==> src/rtl/pwm_timer_pkg.sv <==
package pwm_timer_pkg;
  // Fixed register addresses; channel blocks follow from these.
  localparam int ADR_RLD_HI  = 0;
  localparam int ADR_RLD_LO  = 1;
  localparam int ADR_ENABLE  = 2;
  localparam int ADR_BREAK   = 3;
  localparam int ADR_DUTY0   = 4;   // duty hi at +2c, duty lo at +2c+1
  // Bit positions inside the status and break registers.
  localparam int BIT_FLAG    = 0;
  localparam int BIT_POL     = 1;
  localparam int BIT_BREAK   = 0;
endpackage

==> src/rtl/pwm_period_counter.sv <==
module pwm_period_counter #(
  parameter int CNT_W = 12
) (
  input  logic             clk,
  input  logic             rst,
  input  logic [CNT_W-1:0] reload,
  output logic [CNT_W-1:0] cnt,
  output logic             ovf
);
  localparam logic [CNT_W-1:0] CNT_MAX = '1;

  assign ovf = (cnt == CNT_MAX);

  always_ff @(posedge clk) begin
    if (rst)      cnt <= '0;
    else if (ovf) cnt <= reload;
    else          cnt <= cnt + 1'b1;
  end

  // wrap loads the reload value
  a_r2_wrap: assert property (@(posedge clk) disable iff (rst)
    (cnt == CNT_MAX) |=> (cnt == $past(reload)));
  // otherwise a single step up
  a_r2_step: assert property (@(posedge clk) disable iff (rst)
    (cnt != CNT_MAX) |=> (cnt == $past(cnt) + 1'b1));
endmodule

==> src/rtl/pwm_channel.sv <==
module pwm_channel #(
  parameter int CNT_W = 12
) (
  input  logic             clk,
  input  logic             rst,
  input  logic [CNT_W-1:0] cnt,
  input  logic             ovf,
  input  logic [CNT_W-1:0] duty_sw,
  input  logic             en_sw,
  input  logic             pol,
  input  logic             force_out,
  input  logic             csr_rd,
  output logic             pwm_q,
  output logic             oe_q,
  output logic             flag
);
  logic [CNT_W-1:0] duty_act;
  logic             en_act;
  logic             match;
  logic             raw_lvl;

  assign match   = (cnt == duty_act);
  assign raw_lvl = (cnt < duty_act);

  // Active settings change only at the period boundary.
  always_ff @(posedge clk) begin
    if (rst) begin
      duty_act <= '0;
      en_act   <= 1'b0;
    end else if (ovf) begin
      duty_act <= duty_sw;
      en_act   <= en_sw;
    end
  end

  always_ff @(posedge clk) begin
    if (rst) begin
      pwm_q <= 1'b0;
      oe_q  <= 1'b0;
    end else begin
      oe_q <= en_act;
      if (!en_act)        pwm_q <= 1'b0;
      else if (force_out) pwm_q <= pol;
      else                pwm_q <= raw_lvl ^ pol;
    end
  end

  // Hardware set has priority over the read-clear.
  always_ff @(posedge clk) begin
    if (rst)         flag <= 1'b0;
    else if (match)  flag <= 1'b1;
    else if (csr_rd) flag <= 1'b0;
  end

  a_r5_duty_held: assert property (@(posedge clk) disable iff (rst)
    !ovf |=> $stable(duty_act));
  a_r6_off_low: assert property (@(posedge clk) disable iff (rst)
    !en_act |=> (pwm_q == 1'b0 && oe_q == 1'b0));
  a_r8_set_wins: assert property (@(posedge clk) disable iff (rst)
    match |=> flag);
  a_r10_forced: assert property (@(posedge clk) disable iff (rst)
    (en_act && force_out) |=> (pwm_q == $past(pol)));
endmodule

==> src/rtl/pwm_reg_bank.sv <==
module pwm_reg_bank
  import pwm_timer_pkg::*;
#(
  parameter int CNT_W  = 12,
  parameter int NUM_CH = 4,
  parameter int ADDR_W = 4,
  parameter int DATA_W = 8
) (
  input  logic                         clk,
  input  logic                         rst,
  input  logic                         wr_en,
  input  logic                         rd_en,
  input  logic [ADDR_W-1:0]            addr,
  input  logic [DATA_W-1:0]            wdata,
  input  logic                         brk_n,
  input  logic [NUM_CH-1:0]            flags,
  output logic [DATA_W-1:0]            rdata,
  output logic [CNT_W-1:0]             reload,
  output logic [NUM_CH-1:0][CNT_W-1:0] duty_sw,
  output logic [NUM_CH-1:0]            en_sw,
  output logic [NUM_CH-1:0]            pol,
  output logic                         brk_bit,
  output logic [NUM_CH-1:0]            csr_rd
);
  localparam int HI_W     = CNT_W - DATA_W;
  localparam int ADR_CSR0 = ADR_DUTY0 + 2 * NUM_CH;

  logic [DATA_W-1:0] rd_mux;
  int                a;

  assign a = int'(addr);

  always_ff @(posedge clk) begin
    if (rst) begin
      reload  <= '0;
      duty_sw <= '0;
      en_sw   <= '0;
      pol     <= '0;
    end else if (wr_en) begin
      if (a == ADR_RLD_HI) reload[CNT_W-1:DATA_W] <= wdata[HI_W-1:0];
      if (a == ADR_RLD_LO) reload[DATA_W-1:0]     <= wdata;
      if (a == ADR_ENABLE) en_sw                  <= wdata[NUM_CH-1:0];
      for (int c = 0; c < NUM_CH; c++) begin
        if (a == ADR_DUTY0 + 2 * c)     duty_sw[c][CNT_W-1:DATA_W] <= wdata[HI_W-1:0];
        if (a == ADR_DUTY0 + 2 * c + 1) duty_sw[c][DATA_W-1:0]     <= wdata;
        if (a == ADR_CSR0 + c)          pol[c]                     <= wdata[BIT_POL];
      end
    end
  end

  // Pin low overrides any software write.
  always_ff @(posedge clk) begin
    if (rst)                             brk_bit <= 1'b0;
    else if (!brk_n)                     brk_bit <= 1'b1;
    else if (wr_en && a == ADR_BREAK)    brk_bit <= wdata[BIT_BREAK];
  end

  always_comb begin
    rd_mux = '0;
    if (a == ADR_RLD_HI) rd_mux[HI_W-1:0]   = reload[CNT_W-1:DATA_W];
    if (a == ADR_RLD_LO) rd_mux             = reload[DATA_W-1:0];
    if (a == ADR_ENABLE) rd_mux[NUM_CH-1:0] = en_sw;
    if (a == ADR_BREAK)  rd_mux[BIT_BREAK]  = brk_bit;
    for (int c = 0; c < NUM_CH; c++) begin
      if (a == ADR_DUTY0 + 2 * c)     rd_mux[HI_W-1:0] = duty_sw[c][CNT_W-1:DATA_W];
      if (a == ADR_DUTY0 + 2 * c + 1) rd_mux           = duty_sw[c][DATA_W-1:0];
      if (a == ADR_CSR0 + c) begin
        rd_mux[BIT_FLAG] = flags[c];
        rd_mux[BIT_POL]  = pol[c];
      end
    end
  end

  always_comb begin
    for (int c = 0; c < NUM_CH; c++) csr_rd[c] = rd_en && (a == ADR_CSR0 + c);
  end

  always_ff @(posedge clk) begin
    if (rst)        rdata <= '0;
    else if (rd_en) rdata <= rd_mux;
  end

  a_r9_pin_sets: assert property (@(posedge clk) disable iff (rst)
    !brk_n |=> brk_bit);
  a_r3_rd_latency: assert property (@(posedge clk) disable iff (rst)
    !rd_en |=> $stable(rdata));
endmodule

==> src/rtl/pwm_reload_timer.sv <==
module pwm_reload_timer #(
  parameter int CNT_W  = 12,
  parameter int NUM_CH = 4,
  parameter int ADDR_W = 4,
  parameter int DATA_W = 8
) (
  input  logic              clk,
  input  logic              rst,
  input  logic              brk_n,
  input  logic              wr_en,
  input  logic              rd_en,
  input  logic [ADDR_W-1:0] addr,
  input  logic [DATA_W-1:0] wdata,
  output logic [DATA_W-1:0] rdata,
  output logic [NUM_CH-1:0] pwm_out,
  output logic [NUM_CH-1:0] pwm_oe
);
  logic [CNT_W-1:0]             cnt;
  logic                         ovf;
  logic [CNT_W-1:0]             reload;
  logic [NUM_CH-1:0][CNT_W-1:0] duty_sw;
  logic [NUM_CH-1:0]            en_sw;
  logic [NUM_CH-1:0]            pol;
  logic [NUM_CH-1:0]            flags;
  logic [NUM_CH-1:0]            csr_rd;
  logic                         brk_bit;
  logic                         brk_now;
  logic                         brk_hold;
  logic                         force_out;

  pwm_period_counter #(.CNT_W(CNT_W)) u_cnt (
    .clk(clk), .rst(rst), .reload(reload), .cnt(cnt), .ovf(ovf));

  pwm_reg_bank #(.CNT_W(CNT_W), .NUM_CH(NUM_CH), .ADDR_W(ADDR_W), .DATA_W(DATA_W)) u_regs (
    .clk(clk), .rst(rst), .wr_en(wr_en), .rd_en(rd_en), .addr(addr),
    .wdata(wdata), .brk_n(brk_n), .flags(flags), .rdata(rdata),
    .reload(reload), .duty_sw(duty_sw), .en_sw(en_sw), .pol(pol),
    .brk_bit(brk_bit), .csr_rd(csr_rd));

  // Break acts from the raw pin too, so forcing starts at the next update.
  assign brk_now   = brk_bit | ~brk_n;
  assign force_out = brk_now | brk_hold;

  always_ff @(posedge clk) begin
    if (rst)          brk_hold <= 1'b0;
    else if (brk_now) brk_hold <= 1'b1;
    else if (ovf)     brk_hold <= 1'b0;
  end

  for (genvar c = 0; c < NUM_CH; c++) begin : g_ch
    pwm_channel #(.CNT_W(CNT_W)) u_ch (
      .clk(clk), .rst(rst), .cnt(cnt), .ovf(ovf),
      .duty_sw(duty_sw[c]), .en_sw(en_sw[c]), .pol(pol[c]),
      .force_out(force_out), .csr_rd(csr_rd[c]),
      .pwm_q(pwm_out[c]), .oe_q(pwm_oe[c]), .flag(flags[c]));
  end

  a_r10_hold_until_ovf: assert property (@(posedge clk) disable iff (rst)
    (brk_hold && !ovf) |=> brk_hold);
endmodule

==> config.mk <==
export PLATFORM = sky130hd
export DESIGN_NAME = pwm_reload_timer
export DESIGN_NICKNAME = d
export VERILOG_FILES = /design/src/rtl/pwm_timer_pkg.sv /design/src/rtl/pwm_period_counter.sv /design/src/rtl/pwm_channel.sv /design/src/rtl/pwm_reg_bank.sv /design/src/rtl/pwm_reload_timer.sv
export SDC_FILE = /design/constraint.sdc
export NUM_CORES = 1
export LEC_CHECK = 0
export ABC_AREA = 0
export BUFFER_PORTS_ARGS = -buffer_cell sky130_fd_sc_hd__buf_2
export CORE_ASPECT_RATIO = 1.75
export CORE_UTILIZATION = 50
export DETAILED_ROUTE_END_ITERATION = 10
export GPL_TIMING_DRIVEN = 1
export PLACE_DENSITY_LB_ADDON = 0.2
export SYNTH_ARGS = -nofsm -noshare
export SYNTH_HDL_FRONTEND = slang
export SYNTH_HIERARCHICAL = 1
export SYNTH_SLANG_ARGS = --single-unit
==> constraint.sdc <==
create_clock -name clk -period 4.55 [get_ports clk]
set_input_delay 0 -clock clk [delete_from_list [all_inputs] [get_ports clk]]
set_output_delay 0 -clock clk [all_outputs]
set_load 0.02 [all_outputs]
==> metrics, run 1 <==
Synth top area share=between 30% and 40%; post-place setup slack=1.50 ns; hold buffer count at cts=7; root buffer cell=clkbuf_16; min Tclk post-route=3.15 ns; startpoint types=register; Reg clk slew, reported paths=0.07 ns; DRC Markers=0; post-CTS setup buffer count=0; largest cells by area after synthesis=dfxtp_1 (39%), mux2i_1 (14%), ha_1 (7.8%), nor2_1 (6.5%), a21oi_1 (3.0%); Slew @ Worst Pin=1.23 ns; Routed WL=between 20 and 25 mm; largest net degree at the start of global routing=70; Clk Latency, worst-skew pair=0.42 ns; final period utilization=between 60% and 70%; Slowest cell on crit path=inv_2; die area=16200 um2; DR vias/cell=6.10; CTS-repair resized insts=0; via count=6662; DP Wirelength=16.9 mm; Post-Syn Area per Cell=8.89 um2; part of the Yosys area used for sequential elements=39.3%; Chip Height=168 um; DR WL/cell=21.7 um; layout cells sized above 1=11.0%; relative slew slack=17.6%; multi-input logic area=approximately 4300 um2; Mapped Cells=882; Yosys warnings=6; vias in the first global route=approximately 6500; Worst EP arrival=3.42 ns; fin. max-slew vios=0; CTS H-tree depth=4; worst ir drop on vdd=0.209 mV; Layout fillers=1422; Reg area=3080 um2; setup TNS=0 ns; ant diodes=0; Layout Skew=between 0.01 and 0.015 ns; CORE AREA=15300 um2; Area growth syn-to-layout=11.5%; Hold/Removal Path Class=input pin to register; Post-synth ARST share=0%; Ports=33; CP delay by family, top=buffers and inverters; status=finished clean; num rows=60; ys flop type=dfxtp_1; antenna violations before repair=0; global routing's busiest layer=met2; drt first pass iters=5; Die Wd=96.7 um; worst-path fanout max=30; Detail Route Antenna Nets=0; clk buf depth=2; Mapped Nets=roughly 950; IO buf count=32; Yosys cell types=69; fmax=between 0.3 and 0.4 GHz; CP endpoint kind=register; setup violators final=0; GR Layer Usage met2=between 50 and 60%; M3 GR Usage=4.05%; CP cell instances=ha_1 -> and4_1 -> nand3_1 -> inv_2 -> buf_4 -> mux2i_1 -> nor2_1; Iter 0 DRT Violations=between 300 and 400; cts bufs inserted=17; Synth area leader=dfxtp_1; Overflow after GRT=0; fin worst setup slack=1.40 ns; CTS tree=built; Power Density=358 nW/um2; total power=3.12 mW; Leak Pwr=about 3.2 nW; Worst path max stage delay=between 0.7 and 0.8 ns; RSZ-0062 raised after global routing=false; WP data required=4.83 ns; mapped cell area=between 7000 and 8000 um2; Total GRT Usage=between 20% and 30%; Placer Congestion=just over 0.9; WP buf/inv=2; nets=960; CTS sink cnt=between 150 and 200; initial core utilization=between 50% and 60%; CP Class=register to register; met1 usage=32.8%; Seq cells post-synth=154; Hold Slack=0.0210 ns; endpoints failing hold=0; first-pass GRT wire length=36.5 mm; maxcap violations=0; count of flip-flops with a built-in enable after synthesis=0
worst register-to-register path, cell delays in order, from the launching register on:
cell,delay [ns]
dfxtp_1,0.50
ha_1,0.29
and4_1,0.35
nand3_1,0.32
inv_2,0.77
buf_4,0.44
mux2i_1,0.26
nor2_1,0.06
report_power, final:
| group | leakage, nW | internal, mW | total (mW) | switching [mW] |
|---|---|---|---|---|
| Clock | 0.304 | 0.896 | 1.51 | 0.612 |
| Combinational | 1.69 | 0.0772 | 0.230 | 0.153 |
| Sequential | 1.24 | 1.37 | 1.39 | 0.0201 |
cell usage in the layout, fill, tap and decap left out, types with 9 or more instances in the layout:
cell / n
nand3_1: 16
o21ai_0: 27
mux2i_1: 113
a21oi_1: 47
nor2_1: 135
a31oi_1: 9
ha_1: 49
nand4_1: 22
a211oi_1: 9
dfxtp_1: 154
nand2b_1: 10
buf_2: 31
nor3_1: 10
clkbuf_16: 17
nand2_1: 33
inv_1: 60
layout make-up:
| type | count | share of cell area [%] |
|---|---|---|
| Clock buffer | 19 | 5.07 |
| Clock inverter | 13 | 2.03 |
| Inverter | 63 | 2.71 |
| Sequential cell | 154 | 35.3 |
| Timing Repair Buffer | 43 | 3.01 |
| Multi-Input combinational cell | 615 | 49.2 |
| Tap cell | 186 | 2.66 |
flip-flops by register name, summed over array words and instances (netlist names):
register            cells
brk_hold                1
g_ch.u_ch/duty_act     48
g_ch.u_ch/en_act        4
g_ch.u_ch/flag          4
g_ch.u_ch/oe_q          4
g_ch.u_ch/pwm_q         4
u_cnt/cnt              12
u_regs/brk_bit          1
u_regs/duty_sw         48
u_regs/en_sw            4
u_regs/pol              4
u_regs/rdata            8
u_regs/reload          12
per-layer routing:
metal	wire length [um]	share of wire [%]
met1	9390	40
met2	12000	51
met3	949	4.0
met4	1370	5.8
met5	0	0
kinds of logic (layout without fill, tap and decap cells):
logic type                 after synthesis  count (layout)  synth area share, %
and+or+nand+nor                        282             282                 17.9
AOI/OAI and AO/OA                      166             166                 14.1
DFF                                    154             154                 39.3
muxes                                  116             116                 14.9
buffers and inverters                  113             138                 5.79
adders and majority gates               49              49                 7.82
xor gates and xnor gates                 2               2                0.223
through the flow:
step / area, um2 / utilization [%] / cells
floorplan: 7840 / - / 882
global placement: 8050 / 52.6 / 1054
detailed placement: 8050 / 52.6 / 1054
CTS: 8740 / 57.1 / 1093
global route: 8740 / 57.1 / 1093
finish: 8740 / 57.1 / 1093
cell usage after synthesis (3+ instances only):
| cell | instances |
|---|---|
| a21oi_1 | 47 |
| nand3_1 | 16 |
| o21a_1 | 5 |
| a21boi_1 | 4 |
| a211oi_1 | 9 |
| o211ai_2 | 4 |
| mux2_2 | 3 |
| a221oi_1 | 6 |
| o221ai_1 | 3 |
| a31oi_1 | 9 |
| nor2b_1 | 8 |
| inv_1 | 60 |
| o32ai_1 | 4 |
| or4_1 | 7 |
| dfxtp_1 | 154 |
| a311oi_1 | 6 |
| o22ai_1 | 3 |
| nor2_1 | 135 |
| clkbuf_1 | 28 |
| mux2i_1 | 113 |
| o21ai_0 | 27 |
| o21ai_1 | 5 |
| nand3b_1 | 3 |
| a21o_1 | 5 |
| o31ai_1 | 7 |
| inv_2 | 3 |
| buf_2 | 18 |
| a22oi_1 | 3 |
| nand4_1 | 22 |
| nand2b_1 | 10 |
| nor2_2 | 5 |
| nor4_1 | 6 |
| or3_1 | 5 |
| nor2b_4 | 4 |
| ha_1 | 49 |
| nor3_1 | 10 |
| nand2_1 | 33 |
| nor2_4 | 3 |
final timing paths:
check                              to  slack [ns]             from  cells after the start
max          g_ch[0].u_ch/duty_act[2]        1.40     u_cnt/cnt[1]                      7
min                u_regs/duty_sw[21]        0.02         wdata[1]                      3
max reg2reg  g_ch[0].u_ch/duty_act[2]        1.40     u_cnt/cnt[1]                      7
min reg2reg           u_regs/rdata[4]        0.47  u_regs/rdata[4]                      2
Power figures use the tool's default switching activity.
==> run 2, diff against run 1 <==
- clock period: 4.55 -> 3 ns (I/O delays scaled with it)
==> run 2 against run 1 <==
Final cell count grew 1.6%. Setup slack lost 0.79 ns. Global-route usage grew 0.41 points. Sequential power grew 51%. Core utilization grew 1.3 points. Sequential cell count is the same. Final area grew 2.2%. Combinational power grew 63%. Routed wire length grew 0.35%. Clock skew grew 0.0037 ns. Clock power grew 59%. Non-clock buffer count grew 20. Critical path type unchanged. Largest power group unchanged.
==> metrics, run 2 (synthesized netlist as in run 1, its figures left out) <==
relative slew slack=33.4% (was 17.6%); Detail Route Antenna Nets=0 (unchanged); die area=16200 um2 (unchanged); initial core utilization=51.2% (unchanged); setup TNS=0 ns (unchanged); RSZ-0062 raised after global routing=false (unchanged); CORE AREA=15300 um2 (unchanged); Chip Height=168 um (unchanged); num rows=60 (unchanged); CTS sink cnt=154 (unchanged); CP endpoint kind=register (unchanged); CTS H-tree depth=4 (unchanged); Ports=33 (unchanged); WP data required=3.30 ns (was 4.83 ns); worst ir drop on vdd=0.360 mV (was 0.209 mV); registers with the most flip-flops=g_ch.u_ch/duty_act: 48 flops, u_regs/duty_sw: 48 flops (unchanged); IO buf count=32 (unchanged); vias in the first global route=6570 (was 6532); Area growth syn-to-layout=13.9% (was 11.5%); CP Class=register to register (unchanged); Slowest cell on crit path=dfxtp_1 (was inv_2); Placer Congestion=0.903 (was 0.911); fin. max-slew vios=0 (unchanged); maxcap violations=0 (unchanged); layout cells sized above 1=12.7% (was 11.0%); DR vias/cell=6.15 (was 6.10); worst-path fanout max=19 (was 30); Iter 0 DRT Violations=487 (was 376); status=finished clean (unchanged); ant diodes=0 (unchanged); Die Wd=96.7 um (unchanged); Clk Latency, worst-skew pair=0.42 ns (about the same); nets=980 (was 960); Slew @ Worst Pin=0.996 ns (was 1.23 ns); DR WL/cell=21.4 um (was 21.7 um); Power Density=546 nW/um2 (was 358 nW/um2); DRC Markers=0 (unchanged); post-route cell area=8930 um2 (was 8740 um2); final period utilization=79.6% (was 69.2%); Layout Skew=0.0168 ns (was 0.0130 ns); commonest cells after routing, fill and taps aside=dfxtp_1 (154), nor2_1 (135), mux2i_1 (113), inv_1 (60), ha_1 (49) (unchanged); Total GRT Usage=29.6% (was 29.2%); startpoint types=register (unchanged); Reg clk slew, reported paths=0.06 ns (was 0.07 ns); most common cell after layout, fill and taps aside=dfxtp_1 (unchanged); Worst path max stage delay=0.55 ns (was 0.77 ns); largest net degree at the start of global routing=57 (was 70); fmax=0.419 GHz (was 0.318 GHz); Hold/Removal Path Class=input pin to register (unchanged); antenna violations before repair=0 (unchanged); Worst EP arrival=2.69 ns (was 3.42 ns); CTS tree=built (unchanged); endpoints failing hold=0 (unchanged); Leak Pwr=3.35 nW (was 3.23 nW); first-pass GRT wire length=36.8 mm (was 36.5 mm); cts bufs inserted=17 (unchanged); CTS-repair resized insts=0 (unchanged); clk buf depth=2 (unchanged); via count=6828 (was 6662); Routed WL=23.8 mm (was 23.7 mm); Post-Place Cell Area=8200 um2 (was 8050 um2); drt first pass iters=5 (unchanged); CP cell instances=ha_1 -> and4_1 -> nand3_1 -> inv_2 -> buf_4 -> mux2i_1 -> nor2_1 (unchanged); root buffer cell=clkbuf_16 (unchanged); Overflow after GRT=0 (unchanged); DP Wirelength=17.2 mm (was 16.9 mm); setup violators final=0 (unchanged); min Tclk post-route=2.39 ns (was 3.15 ns)
## run 2: changes by cell type in the layout (fill, tap and decap cells not counted), sizes merged
cell         before  now
dlygate4sd3       7    8
buf              36   55
inv              71   63
bufinv            3    6
clkinv            1    6
clkbuf           19   17
clkinvlp          1    0
## run 2: what timing repair did
item / CTS / global route
hold buffers: 8 / 0
buffers inserted: 0 / 0
endpoints found under the hold margin: 24 / 0
## run 2: area by class of cell
cell class,instances,area [um2]
clock buffer,17,425
inverter,63,236
multi-input combinational,615,4300
sequential,154,3080
fill,1413,6380
clock inverter,12,225
tap,186,233
timing repair buffer,63,428
## run 2: worst paths after layout
path / startpoint / end / slack (ns) / depth (start not counted)
max: u_cnt/cnt[0] / g_ch[3].u_ch/duty_act[6] / 0.61 / 7
min: wdata[1] / u_regs/duty_sw[21] / 0.03 / 3
max reg2reg: u_cnt/cnt[0] / g_ch[3].u_ch/duty_act[6] / 0.61 / 7
min reg2reg: u_regs/rdata[7] / u_regs/rdata[7] / 0.46 / 2
## run 2: critical path: cells and delay by family (launching register included)
kind,cells,cell delay [ns]
mux,1,0.24
flops,1,0.55
simple gates,3,0.70
buf+inv,2,0.49
fa+ha+maj,1,0.29
## run 2: per-layer routing
layer / global-route usage [%] / vias to the layer above / share of wire, %
li1: - / 3202 / -
met1: 33.5 / 3269 / 39
met2: 51.3 / 269 / 50
met3: 4.22 / 88 / 5.2
met4: 19.5 / 0 / 6.1
met5: 0 / - / 0
## run 2: stage by stage
stage	instances	hold WS [ns]	power (mW)	util (%)	worst slack [ns]
6_report	1110	0.0255	4.88	58.3	0.612
2_1_floorplan	882	0.0694	2.37	-	0.876
3_5_place_dp	1073	0.226	2.50	53.6	0.634
3_3_place_gp	1073	0.215	2.50	53.6	0.692
4_1_cts	1110	0.00617	4.90	58.3	0.639
5_1_grt	1110	0.0379	5.02	58.3	0.481
## run 2: report_power, final
group	leakage [nW]	internal [mW]	switching [mW]
Clock	0.319	1.55	0.854
Combinational	1.79	0.131	0.245
Sequential	1.24	2.07	0.0266
Total	3.35	3.75	1.13
==> run 3, diff against run 2 <==
- clock period: 3 -> 2.3 ns (I/O delays scaled with it)
==> run 3 against run 2 <==
Setup slack worse by 0.33 ns. First-iteration DRC count down 5.5%. Global-route usage up 0.57 points. Worst hold slack worse by 0.013 ns. Power up 25%. Combinational power up 30%. Sequential cell count unchanged. Non-clock buffer count unchanged. Critical path depth down 1. Final cell count up 0.27%. Clock skew down 0.0026 ns. Critical path type unchanged. Critical endpoint is now g_ch[1].u_ch/pwm_q. Largest power group unchanged.
==> metrics, run 3 (synthesized netlist as in run 1, its figures left out) <==
final period utilization=87.8% (was 79.6%); Slew @ Worst Pin=0.603 ns (was 0.996 ns); commonest cells after routing, fill and taps aside=dfxtp_1 (154), nor2_1 (135), mux2i_1 (113), inv_1 (60), ha_1 (49) (unchanged); initial core utilization=51.2% (unchanged); Metal-1 WL=9.49 mm (was 9.23 mm); post-route cell area=8900 um2 (was 8930 um2); num rows=60 (unchanged); Worst path max stage delay=0.60 ns (was 0.55 ns); maxcap violations=0 (unchanged); Total GRT Usage=30.2% (was 29.6%); cts bufs inserted=17 (unchanged); Hold Path Stages=3 (unchanged); die area=16200 um2 (unchanged); drt first pass iters=5 (unchanged); RSZ-0062 raised after global routing=false (unchanged); via count=6827 (was 6828); hold path start=wdata[1] (unchanged); Placer Congestion=0.945 (was 0.903); Hold/Removal Path Class=input pin to register (unchanged); metal3 WL=1.09 mm (was 1.24 mm); Ports=33 (unchanged); antenna violations before repair=0 (unchanged); Reg area=3080 um2 (unchanged); Post-Place Cell Area=8240 um2 (was 8200 um2); Iter 0 DRT Violations=460 (was 487); vias in the first global route=6537 (was 6570); CP endpoint kind=register (unchanged); Chip Height=168 um (unchanged); Clk Latency, worst-skew pair=0.43 ns (was 0.42 ns); CTS-repair resized insts=0 (unchanged); Worst Reg2Reg Path Length in Cells=6 (was 7); root buffer cell=clkbuf_16 (unchanged); Detail Route Antenna Nets=0 (unchanged); WP buf/inv=0 (was 2); largest net degree at the start of global routing=57 (unchanged); Overflow after GRT=0 (unchanged); most common cell after layout, fill and taps aside=dfxtp_1 (unchanged); fin. max-slew vios=0 (unchanged); post-CTS setup buffer count=0 (unchanged); Routed WL=24.4 mm (was 23.8 mm); multi-input logic area=4300 um2 (unchanged); worst ir drop on vdd=0.459 mV (was 0.360 mV); WL met2=12.1 mm (was 11.8 mm); IO buf count=32 (unchanged); Reg2Reg Capture Point=g_ch[1].u_ch/pwm_q (was g_ch[3].u_ch/duty_act[6]); CTS tree=built (unchanged); Leak Pwr=3.33 nW (was 3.35 nW); status=finished clean (unchanged); FF-to-FF Start=u_cnt/cnt[5] (was u_cnt/cnt[0]); Power Density=688 nW/um2 (was 546 nW/um2); ant diodes=0 (unchanged); CP delay by family, top=flip-flops (was simple AND/OR/NAND/NOR gates); min Tclk post-route=2.02 ns (was 2.39 ns); CORE AREA=15300 um2 (unchanged); layout cells sized above 1=12.9% (was 12.7%); DR vias/cell=6.13 (was 6.15); first-pass GRT wire length=37.6 mm (was 36.8 mm); setup TNS=0 ns (unchanged); registers with the most flip-flops=g_ch.u_ch/duty_act: 48 flops, u_regs/duty_sw: 48 flops (unchanged); nets=980 (unchanged); Hold Slack=0.0130 ns (was 0.0255 ns); DR top layer=met4 (unchanged); WP data required=2.64 ns (was 3.30 ns); Area growth syn-to-layout=13.5% (was 13.9%); CP Class=register to register (unchanged); Worst EP arrival=2.36 ns (was 2.69 ns); DRC Markers=0 (unchanged); CTS H-tree depth=4 (unchanged); Worst R2R Setup Slack=0.28 ns (was 0.61 ns); DP Wirelength=17.3 mm (was 17.2 mm); fmax=0.495 GHz (was 0.419 GHz); WHS Endpoint=u_regs/duty_sw[21] (unchanged); clk buf depth=2 (unchanged); startpoint types=register (unchanged); DR WL/cell=21.9 um (was 21.4 um); Layout fillers=1429 (was 1413); relative slew slack=59.7% (was 33.4%); Die Wd=96.7 um (unchanged); endpoints failing hold=0 (unchanged); worst-path fanout max=12 (was 19); CP cell instances=ha_1 -> a21o_1 -> nand3_1 -> a21oi_1 -> or4_1 -> a21boi_1 (was ha_1 -> and4_1 -> nand3_1 -> inv_2 -> buf_4 -> mux2i_1 -> nor2_1); Reg clk slew, reported paths=0.07 ns (was 0.06 ns); Layout Skew=0.0141 ns (was 0.0168 ns); setup violators final=0 (unchanged); Slowest cell on crit path=dfxtp_1 (unchanged); CTS sink cnt=154 (unchanged)
[run 3: cell types whose count changed in the layout (fill, tap and decap cells not counted), sizes merged]
| cell | previous run | this run |
|---|---|---|
| clkinv | 6 | 5 |
| buf | 55 | 56 |
| dlygate4sd3 | 8 | 7 |
| inv | 63 | 69 |
| bufinv | 6 | 2 |
| clkinvlp | 0 | 1 |
| clkbuf | 17 | 18 |
[run 3: worst max-delay path by stage]
stage | from | to | slack, ns | cells past startpoint
after detailed placement | u_cnt/cnt[9] | g_ch[1].u_ch/pwm_q | 0.32 | 6
after floorplan | u_cnt/cnt[1] | g_ch[0].u_ch/duty_act[11] | 0.18 | 9
final | u_cnt/cnt[5] | g_ch[1].u_ch/pwm_q | 0.28 | 6
after CTS | u_cnt/cnt[5] | g_ch[1].u_ch/pwm_q | 0.29 | 6
after global routing | u_cnt/cnt[9] | g_ch[1].u_ch/pwm_q | 0.14 | 6
after global placement | u_cnt/cnt[5] | g_ch[2].u_ch/pwm_q | 0.30 | 6
[run 3: layer usage]
| metal | vias up | track usage, % |
|---|---|---|
| met5 | - | 0 |
| met3 | 89 | 4.51 |
| met1 | 3290 | 34.9 |
| li1 | 3183 | - |
| met2 | 265 | 51.0 |
| met4 | 0 | 20.7 |
[run 3: what timing repair did]
action / 4_1_cts / 5_1_grt
endpoints found under the setup margin: 0 / 0
hold endpoints to repair: 26 / 0
hold buffers: 7 / 0
[run 3: final cells by class]
cell class	instances	share of cell area, %
clock buffer	18	4.82
clock inverter	14	1.81
inverter	63	2.66
multi-input combinational	615	48.4
sequential	154	34.7
tap	186	2.62
timing repair buffer	63	5.06
[run 3: report_power, final]
part           internal, mW  leakage, nW  switching, mW
registers              2.70         1.24         0.0376
clock network          1.63        0.289           1.26
logic                 0.169         1.79          0.320
total                  4.50         3.33           1.62
[run 3: tightest hold or removal path, delay by kind of cell]
family | cells | cell delay (ns)
simple gates | 1 | 0.11
buf+inv | 1 | 0.24
compound gates | 1 | 0.05
[run 3: stage by stage]
stage | power, mW | cells | utilization (%) | setup slack [ns]
after floorplan | 3.09 | 882 | - | 0.176
after detailed placement | 3.26 | 1074 | 53.8 | 0.321
after global placement | 3.26 | 1074 | 53.8 | 0.299
after CTS | 6.13 | 1113 | 58.1 | 0.294
final | 6.12 | 1113 | 58.1 | 0.281
after global routing | 6.29 | 1113 | 58.1 | 0.142
